## src/rtl/intc_pkg.sv

```systemverilog
package intc_pkg;
  localparam int ID_W = 10;
  localparam logic [ID_W-1:0] NO_IRQ = 10'h3FF;
  localparam int GLB_SIZE   = 32'h8000;
  localparam int ROUTE_BASE = 32'h1000;
  localparam logic [11:0] OFF_CTL  = 12'h000;
  localparam logic [11:0] OFF_IPI  = 12'h060;
  localparam logic [11:0] OFF_PEND = 12'h068;
  localparam logic [11:0] OFF_ACK  = 12'h06C;
  localparam logic [11:0] OFF_SEN  = 12'h0A0;
  localparam logic [11:0] OFF_CEN  = 12'h0A4;
  localparam logic [11:0] OFF_EOI  = 12'h0B4;

  typedef struct packed {
    logic       ok;
    logic [7:0] cpu;
  } route_t;
endpackage

```

## src/rtl/intc_prio_enc.sv

```systemverilog
module intc_prio_enc #(
  parameter int N   = 64,
  parameter int IDW = 10
) (
  input  logic [N-1:0]   req,
  output logic           any,
  output logic [IDW-1:0] id
);
  always_comb begin
    any = |req;
    id  = {IDW{1'b1}};
    for (int i = N - 1; i >= 0; i--) begin
      if (req[i]) id = IDW'(i);
    end
  end
endmodule

```

## src/rtl/intc_route_tbl.sv

```systemverilog
module intc_route_tbl import intc_pkg::*; #(
  parameter int NCPU = 4,
  parameter int NSH  = 32,
  localparam int SH_W = (NSH > 1) ? $clog2(NSH) : 1
) (
  input  logic                 clk,
  input  logic                 rst,
  input  logic                 wr,
  input  logic [SH_W-1:0]      idx,
  input  logic                 w_ok,
  input  logic [7:0]           w_cpu,
  output logic [31:0]          rd_word,
  output logic [NCPU*NSH-1:0]  dest
);
  route_t tbl [NSH];

  always_ff @(posedge clk) begin
    if (rst) begin
      for (int s = 0; s < NSH; s++) tbl[s] <= '0;
    end else if (wr) begin
      tbl[idx] <= '{ok: w_ok, cpu: w_cpu};
    end
  end

  assign rd_word = {tbl[idx].ok, 23'd0, tbl[idx].cpu};

  for (genvar c = 0; c < NCPU; c++) begin : g_cpu
    for (genvar s = 0; s < NSH; s++) begin : g_src
      assign dest[c*NSH+s] = tbl[s].ok && (tbl[s].cpu == 8'(c));
    end
  end
endmodule

```

## src/rtl/intc_cpu_if.sv

```systemverilog
module intc_cpu_if import intc_pkg::*; #(
  parameter int NUM_IRQ = 64,
  localparam int NSH = NUM_IRQ - 32
) (
  input  logic            clk,
  input  logic            rst,
  input  logic            glb_en,
  input  logic            wr_ctl,
  input  logic            wr_sen,
  input  logic            wr_cen,
  input  logic            wr_eoi,
  input  logic            rd_ack,
  input  logic            ctl_bit,
  input  logic [ID_W-1:0] wid,
  input  logic [15:0]     ipi_set,
  input  logic [15:0]     ppi_lvl,
  input  logic [NSH-1:0]  sh_req,
  output logic            en,
  output logic            irq,
  output logic            any,
  output logic [ID_W-1:0] top_id,
  output logic            ack_sh
);
  logic [31:0]        priv_en, priv_act;
  logic [15:0]        ipi_pend, ipi_clr;
  logic [NUM_IRQ-1:0] cand;
  logic               wid_priv, take, take_priv;

  assign wid_priv = (wid < ID_W'(32));
  assign cand = (glb_en && en) ?
                {sh_req, ({ppi_lvl, ipi_pend} & priv_en & ~priv_act)} : '0;

  intc_prio_enc #(.N(NUM_IRQ), .IDW(ID_W)) u_enc (
    .req(cand), .any(any), .id(top_id)
  );

  assign take      = rd_ack && any;
  assign take_priv = take && (top_id < ID_W'(32));
  assign ack_sh    = take && (top_id >= ID_W'(32));
  assign ipi_clr   = (take && (top_id < ID_W'(16))) ? (16'd1 << top_id[3:0]) : 16'd0;

  always_ff @(posedge clk) begin
    if (rst) begin
      en       <= 1'b0;
      priv_en  <= '0;
      priv_act <= '0;
      ipi_pend <= '0;
      irq      <= 1'b0;
    end else begin
      if (wr_ctl) en <= ctl_bit;
      if (wr_sen && wid_priv) priv_en[wid[4:0]] <= 1'b1;
      if (wr_cen && wid_priv) priv_en[wid[4:0]] <= 1'b0;
      if (wr_eoi && wid_priv) priv_act[wid[4:0]] <= 1'b0;
      if (take_priv) priv_act[top_id[4:0]] <= 1'b1;
      ipi_pend <= (ipi_pend & ~ipi_clr) | ipi_set;
      irq      <= |cand;
    end
  end
endmodule

```

## src/rtl/intc_mp_dist.sv

```systemverilog
module intc_mp_dist import intc_pkg::*; #(
  parameter int NCPU    = 4,
  parameter int NUM_IRQ = 64,
  parameter int ADDR_W  = 16
) (
  input  logic                 clk,
  input  logic                 rst,
  input  logic                 wr_en,
  input  logic                 rd_en,
  input  logic [ADDR_W-1:0]    addr,
  input  logic [31:0]          wdata,
  output logic [31:0]          rdata,
  output logic                 rd_valid,
  input  logic [NUM_IRQ-33:0]  spi_lvl,
  input  logic [NCPU*16-1:0]   ppi_lvl,
  output logic [NCPU-1:0]      irq
);
  localparam int NSH   = NUM_IRQ - 32;
  localparam int SH_W  = (NSH > 1) ? $clog2(NSH) : 1;
  localparam int CPU_W = (NCPU > 1) ? $clog2(NCPU) : 1;

  logic               glb_en;
  logic [NSH-1:0]     sh_en, sh_act;
  logic [NCPU-1:0]    cpu_en_v, any_v, ack_sh_v;
  logic [ID_W-1:0]    id_a [NCPU];
  logic [NCPU*NSH-1:0] dest;
  logic [31:0]        rt_word, rd_mux;

  logic              is_glb, lhit, rt_hit, glb_ctl, ipi_hit, wid_sh;
  logic [ADDR_W-1:0] loc, r_off;
  logic [CPU_W-1:0]  sel;
  logic [11:0]       loff;
  logic [SH_W-1:0]   rt_idx, sh_i;
  logic [ID_W-1:0]   wid;
  logic              unused_bits;

  assign unused_bits = ^wdata[30:16];

  assign is_glb  = addr < ADDR_W'(GLB_SIZE);
  assign loc     = addr - ADDR_W'(GLB_SIZE);
  assign sel     = CPU_W'(loc >> 12);
  assign loff    = 12'(loc);
  assign lhit    = !is_glb && ((loc >> 12) < ADDR_W'(NCPU));
  assign glb_ctl = is_glb && (addr == '0);
  assign r_off   = addr - ADDR_W'(ROUTE_BASE);
  assign rt_hit  = is_glb && (addr >= ADDR_W'(ROUTE_BASE)) &&
                   (r_off < ADDR_W'(4 * NSH)) && (addr[1:0] == 2'b00);
  assign rt_idx  = SH_W'(r_off >> 2);
  assign ipi_hit = wr_en && lhit && (loff == OFF_IPI);
  assign wid     = wdata[ID_W-1:0];
  assign wid_sh  = (wid >= ID_W'(32)) && (wid < ID_W'(NUM_IRQ));
  assign sh_i    = SH_W'(wid - ID_W'(32));

  intc_route_tbl #(.NCPU(NCPU), .NSH(NSH)) u_rt (
    .clk(clk), .rst(rst), .wr(wr_en && rt_hit), .idx(rt_idx),
    .w_ok(wdata[31]), .w_cpu(wdata[7:0]), .rd_word(rt_word), .dest(dest)
  );

  for (genvar c = 0; c < NCPU; c++) begin : g_cpu
    logic hit_c;
    assign hit_c = lhit && (sel == CPU_W'(c));
    intc_cpu_if #(.NUM_IRQ(NUM_IRQ)) u_if (
      .clk(clk), .rst(rst), .glb_en(glb_en),
      .wr_ctl(wr_en && hit_c && (loff == OFF_CTL)),
      .wr_sen(wr_en && hit_c && (loff == OFF_SEN)),
      .wr_cen(wr_en && hit_c && (loff == OFF_CEN)),
      .wr_eoi(wr_en && hit_c && (loff == OFF_EOI)),
      .rd_ack(rd_en && hit_c && (loff == OFF_ACK)),
      .ctl_bit(wdata[0]), .wid(wid),
      .ipi_set((ipi_hit && wdata[8+c]) ? (16'd1 << wdata[3:0]) : 16'd0),
      .ppi_lvl(ppi_lvl[c*16 +: 16]),
      .sh_req(dest[c*NSH +: NSH] & spi_lvl & sh_en & ~sh_act),
      .en(cpu_en_v[c]), .irq(irq[c]), .any(any_v[c]), .top_id(id_a[c]),
      .ack_sh(ack_sh_v[c])
    );
  end

  // Shared enable and active state, reachable from any CPU window
  always_ff @(posedge clk) begin
    if (rst) begin
      glb_en <= 1'b0;
      sh_en  <= '0;
      sh_act <= '0;
    end else begin
      if (wr_en && glb_ctl) glb_en <= wdata[0];
      if (wr_en && lhit && wid_sh) begin
        if (loff == OFF_SEN) sh_en[sh_i]  <= 1'b1;
        if (loff == OFF_CEN) sh_en[sh_i]  <= 1'b0;
        if (loff == OFF_EOI) sh_act[sh_i] <= 1'b0;
      end
      for (int c = 0; c < NCPU; c++) begin
        if (ack_sh_v[c]) sh_act[SH_W'(id_a[c] - ID_W'(32))] <= 1'b1;
      end
    end
  end

  always_comb begin
    rd_mux = '0;
    if (glb_ctl)     rd_mux = {31'd0, glb_en};
    else if (rt_hit) rd_mux = rt_word;
    else if (lhit) begin
      case (loff)
        OFF_CTL:  rd_mux = {31'd0, cpu_en_v[sel]};
        OFF_PEND: rd_mux = {any_v[sel], 21'd0, id_a[sel]};
        OFF_ACK:  rd_mux = {22'd0, id_a[sel]};
        default:  rd_mux = '0;
      endcase
    end
  end

  always_ff @(posedge clk) begin
    if (rst) begin
      rd_valid <= 1'b0;
      rdata    <= '0;
    end else begin
      rd_valid <= rd_en;
      if (rd_en) rdata <= rd_mux;
    end
  end
endmodule

```

## config.mk

```make
export PLATFORM = sky130hd
export DESIGN_NAME = intc_mp_dist
export DESIGN_NICKNAME = d
export VERILOG_FILES = /design/src/rtl/intc_pkg.sv /design/src/rtl/intc_prio_enc.sv /design/src/rtl/intc_route_tbl.sv /design/src/rtl/intc_cpu_if.sv /design/src/rtl/intc_mp_dist.sv
export SDC_FILE = /design/constraint.sdc
export NUM_CORES = 2
export LEC_CHECK = 0
export CAP_MARGIN = 15
export CORE_ASPECT_RATIO = 0.6
export CORE_MARGIN = 8
export CORE_UTILIZATION = 50
export CTS_CLUSTER_SIZE = 8
export DETAILED_ROUTE_END_ITERATION = 8
export PLACE_DENSITY_LB_ADDON = 0.05
export SYNTH_ARGS = -nofsm -noshare
export SYNTH_HDL_FRONTEND = slang
export SYNTH_HIERARCHICAL = 1
export SYNTH_SLANG_ARGS = --single-unit
```

## constraint.sdc

```tcl
create_clock -name clk -period 4.9 [get_ports clk]
set_input_delay 1.225 -clock clk [delete_from_list [all_inputs] [get_ports clk]]
set_output_delay 1.225 -clock clk [all_outputs]
set_load 0.01 [all_outputs]
```

* Yosys cells after proc, flatten, opt, wreduce, memory -nomap -nowiden
Memory sizes are Yosys's and may differ from the RTL's.
Cells that the tools add are included.
** Operators by class
- Add/subtract/negate cells :: 7
- Magnitude comparators :: 41
- Equal/unequal tests :: 105
- Shift-type cells :: 5
- Mux-type cells :: 345
- Bitwise operators :: 63
- Reductions and logical operators :: 259
** Operators with widths (count)
- $mux W10 :: 258
- $mux W32 :: 41
- $and A32 B32 Y32 :: 30
- $eq A8 B2 Y1 const B :: 64
- $or A32 B32 Y32 :: 13
- $eq A8 B1 Y1 const B :: 32
- $logic_not A8 Y1 :: 32
- $mux W64 :: 4
- $reduce_or A64 Y1 :: 4
- $not A32 Y32 :: 7
- $logic_and A1 B1 Y1 :: 217
- $mux W16 :: 8
- $pmux W32 S3 :: 1
- $shl A1 B4 Y16 const A :: 5
- $and A16 B16 Y16 :: 4
- $not A16 Y16 :: 4
- $or A16 B16 Y16 :: 4
- $lt A5 B6 Y1 const B :: 10
- $demux W1 S5 :: 10
- $ge A10 B6 Y1 const B :: 5
- $ge A5 B1 Y1 const B :: 10
- $lt A10 B6 Y1 const B :: 5
- $lt A10 B5 Y1 const B :: 4
- $eq A12 B7 Y1 const B :: 3
- other kinds (24) :: 50
** Storage, ports and cells
- Register bits :: 426
- Memory bits (writable) :: 288
- Bits of input ports :: 148
- Memories :: 1
** Memories
- u_rt.tbl :: words 32, bits a word 9, read ports 33, clocked after memory_dff 0, wr ports 32, RTL line intc_route_tbl.sv:15 : route_t tbl [NSH];

* Logic depth before layout (Yosys ltp)
An unclocked memory read counts as a cell.
- Depth after elaboration :: 87
- Mapped depth :: 17

* Hierarchy
Netlist, hierarchy kept.
** Modules (own cells, without submodules)
- intc_cpu_if :: times used 4, cells an instance 524, area each 4003.8 um^2, sequential area each 1641.6 um^2
- intc_route_tbl :: times used 1, cells an instance 1260, area each 15528.6 um^2, sequential area each 8648.3 um^2
- intc_mp_dist :: times used 1, cells an instance 913, area each 7058.0 um^2, sequential area each 1961.9 um^2
- intc_prio_enc :: times used 4, cells an instance 148, area each 862.1 um^2, sequential area each 0.0 um^2

* Least setup slack after synthesis
OpenSTA, ideal clock, no wires.
- Kind :: input-to-reg
- From :: input port spi_lvl[10]
- To :: register sh_act[16]
- Library setup time :: 0.074 ns
- Arrival :: 4.532 ns
- Required time :: 4.826 ns
- Slack :: 0.293 ns
- Stages on the path :: 14
- Path buffers :: 1
- Cell sequence :: and3b_1 and2_1 and3_1 nor4_1 nand4_1 nor4_1 buf_4 or4_4 nor2_1 nor2_1 or4b_2 o22ai_1 o21ai_0 o21ai_0
** RTL lines
- start, declared :: RTL line intc_mp_dist.sv:14 : input logic [NUM_IRQ-33:0] spi_lvl,
- end signal, assigned :: RTL line intc_mp_dist.sv:83 : sh_act <= '0;
- end signal, assigned by index :: RTL line intc_mp_dist.sv:89 : if (loff == OFF_EOI) sh_act[sh_i] <= 1'b0;
- end signal, assigned by index :: RTL line intc_mp_dist.sv:92 : if (ack_sh_v[c]) sh_act[SH_W'(id_a[c] - ID_W'(32))] <= 1'b1;
- end, declared :: RTL line intc_mp_dist.sv:23 : logic [NSH-1:0] sh_en, sh_act;

==> summary.txt <==
STA
  • Fmax: 207 MHz
  • Final setup violation count: 0
  • Max transition margin: 0.196
  • Slew Limit Fails: 0
  • TNS Setup: 0 ps
  • Final setup margin: 66.8 ps
  • Fin crit period: 4830 ps
  • Crit share post-route: 0.986
  • Actual slew at the worst max-slew pin: 1210 ps
  • Final Skew: 37.1 ps
  • RSZ-0062 raised after global routing: false
  • Hold Vio Cnt, Final: 0

Routing
  • Top Layer Used: met5
  • Met3 wire len: 28300 µm
  • 1st-pass router iterations: 7
  • Via Count: 42300
  • Vias per cell: 6.44
  • DR WL met2: 64700 µm
  • DRC violations left: 0
  • Initial DRC count: 6060
  • Average wire per standard cell: 27.0 µm
  • Total Wirelength: 177000 µm
  • Antenna Nets Post-Route: 0
  • DRT met1 WL: 79700 µm

Logic synthesis
  • Synth Flop Type: dfxtp_1
  • Asr flop ratio synth: 0
  • FF+latch count, synth: 714
  • Synth warnings: 6
  • Synth Instances: 4861
  • Seq/Total Area, Yosys: 0.408
  • Netlist cell types: 79
  • Post-synth EDFFs: 288
  • Syn_area_per_cell: 8.65 µm²
  • Cell area after synthesis: 0.0421 mm²

Global route
  • Global route total overflow: 0
  • Vias in the first global route: 38200
  • Total GRT Usage: 0.361
  • Pin count of the biggest net entering global routing: 156
  • Initial antenna violation count: 11
  • First-pass GRT wire length: 256000 µm

Die
  • Die width: 390 µm
  • Initial Util: 0.504
  • Core area: 0.0834 mm²
  • Die height: 241 µm
  • I/O pin cnt: 185
  • Die Area: 0.0939 mm²
  • Site row count: 82

Final layout
  • Layout cells sized above 1: 0.174
  • P&R area growth vs syn: 21.4%
  • Nets@finish: 5526
  • Non-filler cells in the finished layout: 6565

Setup path
  • Worst Setup Path Type: input port to register
  • Setup crit start kind: input port
  • CP Data Arrival Time: 5400 ps
  • Critical path endpoint category: register
  • Worst-path maximum fanout: 7
  • CP Data Required Time: 5470 ps

Power and ir drop
  • Power per Cell Area: 269 mW/mm²
  • VDD IR-drop max: 0.239 mV
  • Pleak: 0.0188 µW

Clocking
  • CTS tree: built
  • Hold-fix buffers, CTS: 0
  • CTS HTree Levels: 3
  • Clk Latency, worst-skew pair: 720 ps
  • Clock Path Buffers: 3
  • Clk pin slew, worst setup/hold paths: 50 ps
  • Num CTS Buffers: 99
  • CTS Root Cell: clkbuf_16
  • Clock sink total: 714

Run status
  • Status: completed

Placed design
  • Post-DP HPWL: 133000 µm
  • Port bufs: 165
  • Routability cong.: 1.09
  • Placed cells: 6408
  • Post-Place Worst Slack: -499 ps

Flow run
  • Max_cap viols: 0

Hold path
  • Hold crit path type: register to register
[worst paths after layout]
path | startpoint | endpoint | slack [ps] | cells after the start
worst max-delay path | spi_lvl[16] | sh_act[23] | 70 | 17
worst min-delay path | g_cpu[1].u_if/priv_act[27] | g_cpu[1].u_if/priv_act[27] | 470 | 2
worst max register to register | u_rt/tbl[8][4] | sh_act[8] | 110 | 16
worst min register to register | g_cpu[1].u_if/priv_act[27] | g_cpu[1].u_if/priv_act[27] | 470 | 2
[layout make-up]
type	count	area (µm²)
Clock inverter	6	108
Sequential cell	714	17200
Multi-Input combinational cell	3706	23000
Clock buffer	145	2690
Timing Repair Buffer	752	6220
Tap cell	1134	1420
Fill cell	7418	32400
Inverter	105	394
Antenna cell	3	7.51
[cell families (layout without fill, tap and decap cells)]
kind of cell    after synthesis  count (layout)  synth area share
simple gates               2407            2407             0.331
other cells                   1              26         0.0000892
compound gates             1116            1116             0.170
buf+inv                     463            1008            0.0490
mux                         160             160            0.0414
flops                       714             714             0.408
[stage by stage]
step	power, µW	utilization	area [µm²]	hold slack (ps)
CTS	13800	0.611	50900	467
global placement	7340	0.577	48100	450
global route	14100	0.612	51000	475
finish	13800	0.612	51100	468
detailed placement	7350	0.577	48100	459
floorplan	6930	-	42100	432
[critical path: stages]
cell             delay (ps)
clkdlybuf4s50_1         610
and3b_2                 400
and2_1                  210
and3_1                  210
nor4_1                  360
nand3_1                 220
buf_4                   200
a31oi_1                 170
buf_4                   160
o21ai_0                  90
a41oi_1                 350
buf_4                   220
nand2b_1                270
o22ai_1                 150
o21ai_0                 320
buf_4                   170
o21ai_0                  60
[power breakdown]
group,internal [µW],leakage (µW),switching (µW)
clock network,3760,0.00135,2720
logic,266,0.0113,604
registers,6300,0.00616,109
[per-layer routing]
metal / vias to the layer above / global-route usage
met5: - / 0.00454
met3: 265 / 0.158
met2: 2559 / 0.455
met1: 20300 / 0.547
met4: 12 / 0.0923
li1: 19100 / -
[Yosys cell counts, types with 34 or more instances]
| cell type | instances | share of area |
|---|---|---|
| o22ai_1 | 139 | 0.021 |
| nand2_1 | 355 | 0.032 |
| nor4_1 | 181 | 0.027 |
| or4_4 | 39 | 0.010 |
| clkbuf_1 | 231 | 0.021 |
| buf_2 | 47 | 0.0056 |
| and3_1 | 166 | 0.025 |
| a21oi_1 | 354 | 0.042 |
| dfxtp_1 | 426 | 0.20 |
| inv_1 | 103 | 0.0092 |
| nor3_1 | 171 | 0.020 |
| nand3_1 | 115 | 0.014 |
| mux2i_1 | 148 | 0.035 |
| a211oi_1 | 172 | 0.031 |
| o31ai_1 | 136 | 0.024 |
| a41oi_1 | 36 | 0.0075 |
| edfxtp_1 | 288 | 0.21 |
| o21ai_0 | 118 | 0.014 |
| or4b_1 | 35 | 0.0083 |
| and3b_1 | 34 | 0.0071 |
| and2_1 | 428 | 0.064 |
| nand4_1 | 35 | 0.0052 |
| nand2b_1 | 42 | 0.0062 |
| or2_2 | 45 | 0.0067 |
| buf_4 | 56 | 0.010 |
| nor2_1 | 465 | 0.042 |
| nor2b_1 | 39 | 0.0058 |
[cell usage in the layout (no fill, tap or decap), types with 36 or more instances in the layout]
cell	Yosys	layout
nand2_1	355	355
or2_2	45	45
clkbuf_16	0	100
or4_4	39	39
and3_1	166	166
clkdlybuf4s50_1	0	157
a211oi_1	172	172
o21ai_0	118	118
o31ai_1	136	135
edfxtp_1	288	288
clkbuf_1	231	43
inv_1	103	103
nor3_1	171	169
nor2b_1	39	39
o22ai_1	139	139
nand3_1	115	114
nand2b_1	42	42
nor2_1	465	465
mux2i_1	148	148
dfxtp_1	426	425
and2_1	428	419
a41oi_1	36	36
buf_4	56	576
nor4_1	181	170
a21oi_1	354	354
[timing repair]
item                                    in CTS  in global routing
pin swaps                                    0                  4
setup buffers                                0                  3
resized for setup                            1                 28
endpoints found under the setup margin       1                 82
Note: power is estimated with default switching activity, not from simulation.
